File: config.mk
export PLATFORM = sky130hd
export DESIGN_NAME = key_matrix_scanner
export DESIGN_NICKNAME = d
export VERILOG_FILES = /design/src/rtl/kscan_pkg.sv /design/src/rtl/kscan_fsm.sv /design/src/rtl/kscan_drive.sv /design/src/rtl/kscan_capture.sv /design/src/rtl/key_matrix_scanner.sv
export SDC_FILE = /design/constraint.sdc
export NUM_CORES = 1
export LEC_CHECK = 0
export CELL_PAD_IN_SITES_DETAIL_PLACEMENT = 1
export CELL_PAD_IN_SITES_GLOBAL_PLACEMENT = 2
export CORE_ASPECT_RATIO = 1.5
export CORE_MARGIN = 2
export CORE_UTILIZATION = 30
export CTS_BUF_LIST = sky130_fd_sc_hd__clkbuf_8
export CTS_CLUSTER_DIAMETER = 40
export DETAILED_ROUTE_END_ITERATION = 7
export PLACE_DENSITY_LB_ADDON = 0.2
export SETUP_SLACK_MARGIN = 0.5
export SKIP_LAST_GASP = 1
export SYNTH_ARGS = -nofsm -noshare
export SYNTH_HDL_FRONTEND = slang
export SYNTH_SLANG_ARGS = --single-unit
File: constraint.sdc
create_clock -name clk -period 2.21 [get_ports clk]
set_input_delay 0.221 -clock clk [delete_from_list [all_inputs] [get_ports clk]]
set_output_delay 0.221 -clock clk [all_outputs]
set_load 0.01 [all_outputs]
File: src/rtl/kscan_pkg.sv
package kscan_pkg;
    typedef enum logic [2:0] {
        KS_IDLE,
        KS_SCAN_A,
        KS_SCAN_B,
        KS_SETTLE,
        KS_REQ
    } kscan_state_e;
endpackage

File: src/rtl/kscan_fsm.sv
module kscan_fsm
    import kscan_pkg::*;
#(
    parameter int NUM_DRV    = 6,
    parameter int SCAN_LEN   = 375,
    parameter int ACCEPT_LEN = 800,
    localparam int SLOT_LEN  = SCAN_LEN / NUM_DRV,
    localparam int ROW_W     = $clog2(NUM_DRV + 1),
    localparam int SLOT_W    = $clog2(SLOT_LEN),
    localparam int PASS_W    = $clog2(SCAN_LEN),
    localparam int WIN_W     = $clog2(ACCEPT_LEN)
) (
    input  logic             clk,
    input  logic             rst_n,
    input  logic             tick,
    input  logic             sense_any,
    input  logic             read_done,
    input  logic             match,
    input  logic             image_zero,
    output kscan_state_e     state_o,
    output logic [ROW_W-1:0] row_o,
    output logic             sample_o,
    output logic             sample_b_o,
    output logic             start_o,
    output logic             eval_o
);
    kscan_state_e      state_q, state_d;
    logic [WIN_W-1:0]  win_q;
    logic [PASS_W-1:0] pass_q;
    logic [SLOT_W-1:0] slot_q;
    logic [ROW_W-1:0]  row_q;
    logic              scanning, pass_end, restart;

    assign scanning = (state_q == KS_SCAN_A) || (state_q == KS_SCAN_B);
    assign pass_end = tick && scanning && (pass_q == PASS_W'(SCAN_LEN - 1));
    assign restart  = start_o || (eval_o && !match);

    // next-state logic
    always_comb begin
        state_d = state_q;
        unique case (state_q)
            KS_IDLE:   if (tick && sense_any) state_d = KS_SCAN_A;
            KS_SCAN_A: if (pass_end) state_d = KS_SCAN_B;
            KS_SCAN_B: if (pass_end) state_d = KS_SETTLE;
            KS_SETTLE: if (eval_o) state_d = !match ? KS_SCAN_A :
                                             (image_zero ? KS_IDLE : KS_REQ);
            KS_REQ:    if (read_done) state_d = KS_SCAN_A;
            default:   state_d = KS_IDLE;
        endcase
    end

    // state register
    always_ff @(posedge clk or negedge rst_n) begin
        if (!rst_n) state_q <= KS_IDLE;
        else        state_q <= state_d;
    end

    // window, pass, slot and row counters
    always_ff @(posedge clk or negedge rst_n) begin
        if (!rst_n) begin
            win_q  <= '0;
            pass_q <= '0;
            slot_q <= '0;
            row_q  <= '0;
        end else if (restart) begin
            win_q  <= '0;
            pass_q <= '0;
            slot_q <= '0;
            row_q  <= '0;
        end else if (tick && (scanning || state_q == KS_SETTLE)) begin
            win_q <= win_q + 1'b1;
            if (pass_end) begin
                pass_q <= '0;
                slot_q <= '0;
                row_q  <= '0;
            end else if (scanning) begin
                pass_q <= pass_q + 1'b1;
                if (sample_o) begin
                    slot_q <= '0;
                    row_q  <= row_q + 1'b1;
                end else if (row_q < ROW_W'(NUM_DRV)) begin
                    slot_q <= slot_q + 1'b1;
                end
            end
        end
    end

    // outputs
    always_comb begin
        state_o    = state_q;
        row_o      = row_q;
        sample_b_o = (state_q == KS_SCAN_B);
        sample_o   = tick && scanning && (row_q < ROW_W'(NUM_DRV)) &&
                     (slot_q == SLOT_W'(SLOT_LEN - 1));
        start_o    = ((state_q == KS_IDLE) && tick && sense_any) ||
                     ((state_q == KS_REQ) && read_done);
        eval_o     = tick && (state_q == KS_SETTLE) &&
                     (win_q == WIN_W'(ACCEPT_LEN - 1));
    end

    logic in_req;
    assign in_req = (state_q == KS_REQ);

    // a request is entered only on the last tick of a full window
    assert_req_after_window_R2: assert property (@(posedge clk) disable iff (!rst_n)
        $rose(in_req) |-> ($past(win_q) == WIN_W'(ACCEPT_LEN - 1)));
endmodule

File: src/rtl/kscan_drive.sv
module kscan_drive
    import kscan_pkg::*;
#(
    parameter int NUM_DRV   = 6,
    localparam int ROW_W    = $clog2(NUM_DRV + 1)
) (
    input  logic               rst_n,
    input  kscan_state_e       state,
    input  logic [ROW_W-1:0]   row,
    input  logic [1:0]         sleep_code,
    input  logic [1:0]         row_sel,
    output logic [NUM_DRV-1:0] drive,
    output logic [NUM_DRV-1:0] row_en,
    output logic               asleep
);
    localparam logic [NUM_DRV-1:0] RST_PAT = {1'b1, {(NUM_DRV-1){1'b0}}};

    logic [NUM_DRV-1:0] idle_hi, scan_hot;
    logic               scanning;

    for (genvar r = 0; r < NUM_DRV; r++) begin : g_line
        localparam bit IS_TOP  = (r == NUM_DRV - 1);
        localparam bit IS_NEXT = (r == NUM_DRV - 2);
        assign idle_hi[r]  = (sleep_code == 2'b00) || (sleep_code == 2'b11) ||
                             IS_TOP || ((sleep_code == 2'b10) && IS_NEXT);
        assign scan_hot[r] = (row == ROW_W'(r));
        if (r == 0) begin : g_first
            assign row_en[r] = (row_sel == 2'b00);
        end else if (r == 1) begin : g_second
            assign row_en[r] = !row_sel[1];
        end else begin : g_fixed
            assign row_en[r] = 1'b1;
        end
    end

    assign scanning = (state == KS_SCAN_A) || (state == KS_SCAN_B);
    assign asleep   = |sleep_code;

    always_comb begin
        if (!rst_n)        drive = RST_PAT;
        else if (scanning) drive = scan_hot & row_en;
        else               drive = idle_hi & row_en;
    end
endmodule

File: src/rtl/kscan_capture.sv
module kscan_capture #(
    parameter int NUM_DRV  = 6,
    parameter int NUM_SNS  = 5,
    localparam int KEYS    = NUM_DRV * NUM_SNS,
    localparam int ROW_W   = $clog2(NUM_DRV + 1)
) (
    input  logic               clk,
    input  logic               rst_n,
    input  logic [NUM_SNS-1:0] sense,
    input  logic [ROW_W-1:0]   row,
    input  logic               sample,
    input  logic               sample_b,
    input  logic               start,
    input  logic               eval,
    input  logic               asleep,
    input  logic [NUM_DRV-1:0] row_en,
    output logic               match,
    output logic               image_zero,
    output logic [KEYS-1:0]    key_data,
    output logic               sleep_ack
);
    logic [KEYS-1:0] img_a, img_b;
    logic            ack_pend;

    always_ff @(posedge clk or negedge rst_n) begin
        if (!rst_n) begin
            img_a     <= '0;
            img_b     <= '0;
            ack_pend  <= 1'b0;
            key_data  <= '0;
            sleep_ack <= 1'b0;
        end else begin
            if (start) ack_pend <= asleep;
            for (int r = 0; r < NUM_DRV; r++) begin
                if (sample && row == ROW_W'(r)) begin
                    if (sample_b) img_b[r*NUM_SNS +: NUM_SNS] <= sense & {NUM_SNS{row_en[r]}};
                    else          img_a[r*NUM_SNS +: NUM_SNS] <= sense & {NUM_SNS{row_en[r]}};
                end
            end
            if (eval && match) begin
                key_data  <= img_b;
                sleep_ack <= ack_pend;
            end
        end
    end

    assign match      = (img_a == img_b);
    assign image_zero = (img_b == '0);

    // a disagreeing window leaves the published image untouched
    assert_hold_on_mismatch_R3: assert property (@(posedge clk) disable iff (!rst_n)
        (eval && !match) |=> $stable(key_data));
    // the published image moves only at an agreed decision
    assert_update_only_on_accept_R2: assert property (@(posedge clk) disable iff (!rst_n)
        !(eval && match) |=> $stable(key_data) && $stable(sleep_ack));
endmodule

File: src/rtl/key_matrix_scanner.sv
module key_matrix_scanner
    import kscan_pkg::*;
#(
    parameter int NUM_DRV    = 6,
    parameter int NUM_SNS    = 5,
    parameter int SCAN_LEN   = 375,
    parameter int ACCEPT_LEN = 800,
    localparam int KEYS      = NUM_DRV * NUM_SNS,
    localparam int ROW_W     = $clog2(NUM_DRV + 1)
) (
    input  logic               clk,
    input  logic               rst_n,
    input  logic               osc_tick,
    input  logic [NUM_SNS-1:0] sense,
    input  logic [1:0]         sleep_code,
    input  logic [1:0]         row_sel,
    input  logic               xfer_active,
    input  logic               read_done,
    output logic [NUM_DRV-1:0] drive,
    output logic [KEYS-1:0]    key_data,
    output logic               sleep_ack,
    output logic               req_n,
    output logic               osc_wake
);
    kscan_state_e       state;
    logic [ROW_W-1:0]   row;
    logic               sample, sample_b, start, eval, match, image_zero, asleep;
    logic [NUM_DRV-1:0] row_en;

    kscan_fsm #(.NUM_DRV(NUM_DRV), .SCAN_LEN(SCAN_LEN), .ACCEPT_LEN(ACCEPT_LEN)) u_fsm (
        .clk(clk), .rst_n(rst_n), .tick(osc_tick), .sense_any(|sense),
        .read_done(read_done), .match(match), .image_zero(image_zero),
        .state_o(state), .row_o(row), .sample_o(sample), .sample_b_o(sample_b),
        .start_o(start), .eval_o(eval)
    );

    kscan_drive #(.NUM_DRV(NUM_DRV)) u_drive (
        .rst_n(rst_n), .state(state), .row(row), .sleep_code(sleep_code),
        .row_sel(row_sel), .drive(drive), .row_en(row_en), .asleep(asleep)
    );

    kscan_capture #(.NUM_DRV(NUM_DRV), .NUM_SNS(NUM_SNS)) u_capture (
        .clk(clk), .rst_n(rst_n), .sense(sense), .row(row), .sample(sample),
        .sample_b(sample_b), .start(start), .eval(eval), .asleep(asleep),
        .row_en(row_en), .match(match), .image_zero(image_zero),
        .key_data(key_data), .sleep_ack(sleep_ack)
    );

    assign req_n    = (state != KS_REQ) || xfer_active;
    assign osc_wake = !asleep || (state != KS_IDLE) || (|sense);

    // at most one drive line is raised while a pass runs
    assert_single_row_R4: assert property (@(posedge clk) disable iff (!rst_n)
        ((state == KS_SCAN_A) || (state == KS_SCAN_B)) |-> $onehot0(drive));
    // sleep code 01 parks only the top line high while idle
    assert_sleep_top_only_R9: assert property (@(posedge clk) disable iff (!rst_n)
        ((state == KS_IDLE) && (sleep_code == 2'b01)) |->
        (drive == {1'b1, {(NUM_DRV-1){1'b0}}}));
endmodule

==> results.toml <==
[outcome]
outcome = "finished, violations left"
violations = "negative setup slack"

[sta]
worstMarginPinSlew_ns = 0.524
whs_ns = 0.321
grt_setup_unrepaired = "true"
max_slew_headroom_at_the_worst_pin = 0.651
final-setup-viol-count = 59
max_clock_freq_mhz = 417
post-route-min-period_ns = 2.40
finClkSkew_ns = 0.00989
hold_viol_final = 0
post-route-period-util = 1.09
final_setup_margin_ns = -0.189
maxSlewViolCount = 0

[power]
sequentialPowerShare = 0.413
p_sw_frac = 0.319
internal-power_mw = 4.00
fin_total_pwr_mw = 5.88
pwr-share-clk = 0.329
cellPowerDensity_nw_per_um2 = 660
p_comb_frac = 0.258
static-leakage-power_nw = 3.97
ir_drop_uv = 332
power_switching_mw = 1.88

[logic_synthesis]
post_synth_instance_area_um2 = 6100
synthCells = 510
synthMostInstantiatedCell = "dfrtp_1"
post_synth.cell_area_avg_um2 = 12.0
number_of_synthesized_flops_with_an_enable_pin = 0
synthTopCellsByArea = "dfrtp_1 (50%), mux2_2 (11%), mux2_4 (7.4%)"
synth.yosys.warnings = 0
synth.net_count = 536
synth-seq-area-share = 0.505
synth_top_cell_area_share = 0.505
ys_seq_elements = 123
yosys-top-cells-count = "dfrtp_1 (123), mux2_2 (61), xnor2_1 (38)"
yosys.cell_types.count = 43
netlist.top_cell.by_area = "dfrtp_1"
ys_async_sr_fraction = 1.00
synth_flop_cell = "dfrtp_1"

[clocking]
cts-buffers-inserted = 17
ctsRootBufferMaster = "clkbuf_8"
cts-htree-levels = 4
clock_insertion_delay_worst_skew_ns = 0.46
cts_num_sinks = 123
tritoncts = "done"
clk_transition_reported_paths_ns = 0.08
number_of_buffers_on_the_longest_clock_path = 2

[hold_path]
hold_class = "in -> async"

[setup_path]
worst-setup-path-type = "reg -> reg"
worstPathCellList = "ha_2, or4b_4, or3_4, nor3_4, a21boi_4, buf_6, buf_6, buf_12, nor4_2"
end_kind = "flip-flop"
critical_path_arrival_ns = 2.73
critPathLaunchType = "flip-flop"
cp_common_cell = "buf_6"
crit_path_max_fanout = 7
timing.critical_path.buf_inv = 3
crit_slowest_cell = "or4b_4"
path_delay_family = "simple AND/OR/NAND/NOR gates"
rrSetupSlack_ns = -0.19
critical-path-max-stage-delay_ns = 0.47
critical_path_required_ns = 2.54

[floorplanning]
io-pin-count = 53
chipHeight_um = 179
floorplan.initialDensity = 0.307
area_of_the_core_um2 = 19900
design.die.area_um2 = 21500
num_rows = 63
die_wd_um = 120

[place]
preCtsSetupSlack_ns = -0.178
port_buffers = 52
gp_congestion = 0.829
place_hpwl_um = 12600

[global_route]
grt_first_pass_wirelength_um = 29300
aggregate_global_routing_overflow = 0
gr-usage-all-layers = 0.181
grt_antenna_before_repair = 0
grt_max_degree = 91
first_global_vias = 5082

[detailed_routing]
postRouteWirelength_um = 18900
drt_iter0_drc = 127
vias = 4516
detail_route.wl_per_cell_um = 20.6
dr.pass1.iters = 4
ant_nets = 0
routed_via_density = 4.91
detail_route.drc_violations = 0

[finish]
diode_count = 0
total_number_of_nets_in_the_final_design = 672
post_route_cells_drive_above_1_share = 0.469
syn_to_final_growth_pct = 46.0

[flow_run]
timing.max_cap.violations = 0
-- layout make-up --
| type | instances | area, µm² |
|---|---|---|
| Clock buffer | 17 | 234 |
| Clock inverter | 15 | 144 |
| Fill cell | 2070 | 11000 |
| Inverter | 13 | 48.8 |
| Multi-Input combinational cell | 352 | 3670 |
| Sequential cell | 123 | 3080 |
| Tap cell | 260 | 325 |
| Timing Repair Buffer | 139 | 1400 |
-- per-layer routing --
| layer | global-route usage | vias up | share of wire |
|---|---|---|---|
| met2 | 0.352 | 63 | 0.58 |
| met4 | 0.0509 | 0 | 0.022 |
| li1 | - | 2094 | - |
| met5 | 0 | - | 0 |
| met3 | 0.0318 | 29 | 0.019 |
| met1 | 0.198 | 2330 | 0.38 |
-- flip-flops by register name, summed over array words and instances (netlist names) --
register and cells:
u_fsm.state_o 3, u_fsm.slot_q 6, u_fsm.pass_q 9, u_capture.img_b 30
u_capture.sleep_ack 1, u_capture.ack_pend 1, u_fsm.win_q 10, u_fsm.row_o 3
u_capture.key_data 30, u_capture.img_a 30
-- logic make-up (layout without fill, tap and decap cells) --
| kind of cell | count (synthesis) | count (layout) | synth area share |
|---|---|---|---|
| xor gates and xnor gates | 44 | 44 | 0.0632 |
| adders and majority gates | 12 | 12 | 0.0246 |
| and+or+nand+nor | 163 | 163 | 0.151 |
| AOI/OAI and AO/OA | 39 | 39 | 0.0377 |
| muxes | 94 | 94 | 0.191 |
| buffers and inverters | 35 | 184 | 0.0281 |
| DFF | 123 | 123 | 0.505 |
-- through the flow --
stage | cells | instance area [µm²] | setup TNS, ns | utilization
after floorplan | 510 | 6250 | -2.77 | -
after global placement | 845 | 7330 | -2.19 | 0.369
after detailed placement | 845 | 7330 | -6.51 | 0.369
after CTS | 907 | 8370 | -5.04 | 0.421
after global routing | 919 | 8910 | -12.28 | 0.448
final | 919 | 8910 | -9.49 | 0.448
-- worst paths after layout --
kind,startpoint,endpoint,cells past startpoint
setup reg to reg,u_fsm.win_q[1],u_fsm.slot_q[3],9
hold / removal,rst_n,u_capture.key_data[8],2
max in group asynchronous,rst_n,u_fsm.row_o[2],3
hold reg to reg,u_capture.key_data[7],u_capture.key_data[7],1
min in group clk,u_capture.key_data[7],u_capture.key_data[7],1
setup / recovery,u_fsm.win_q[1],u_fsm.slot_q[3],9
-- timing repair --
item / in CTS / in global routing
pin swaps: 25 / 27
endpoints found under the setup margin: 131 / 131
hold buffers: 2 / 0
gates cloned: 4 / 1
buffers inserted: 24 / 11
resized for setup: 121 / 90
hold endpoints to repair: 33 / 0
-- power by group through the flow --
| stage | sequential [mW] | combinational (mW) | clock, mW |
|---|---|---|---|
| 2_1_floorplan | 2.44 | 0.503 | 0 |
| 3_3_place_gp | 2.47 | 0.868 | 0 |
| 3_5_place_dp | 2.47 | 0.888 | 0 |
| 4_1_cts | 2.42 | 1.17 | 2.00 |
| 5_1_grt | 2.44 | 1.62 | 2.08 |
| 6_report | 2.43 | 1.52 | 1.94 |
-- cell usage in the layout (no fill, tap or decap), types with 8 or more instances in the layout --
master and n:
mux2_2 27, mux2_4 64, nand4_1 16, nor2_1 14
o21ai_0 8, inv_1 12, clkdlybuf4s50_1 43, nor3_2 12
buf_6 25, ha_1 9, nor2b_1 13, a21oi_1 16
nor3_1 8, nor4_4 9, xnor2_1 34, nand2_1 8
dfrtp_1 120, clkbuf_8 17, nor3_4 11, buf_4 53
No activity file was read; power rests on OpenSTA's default activity.
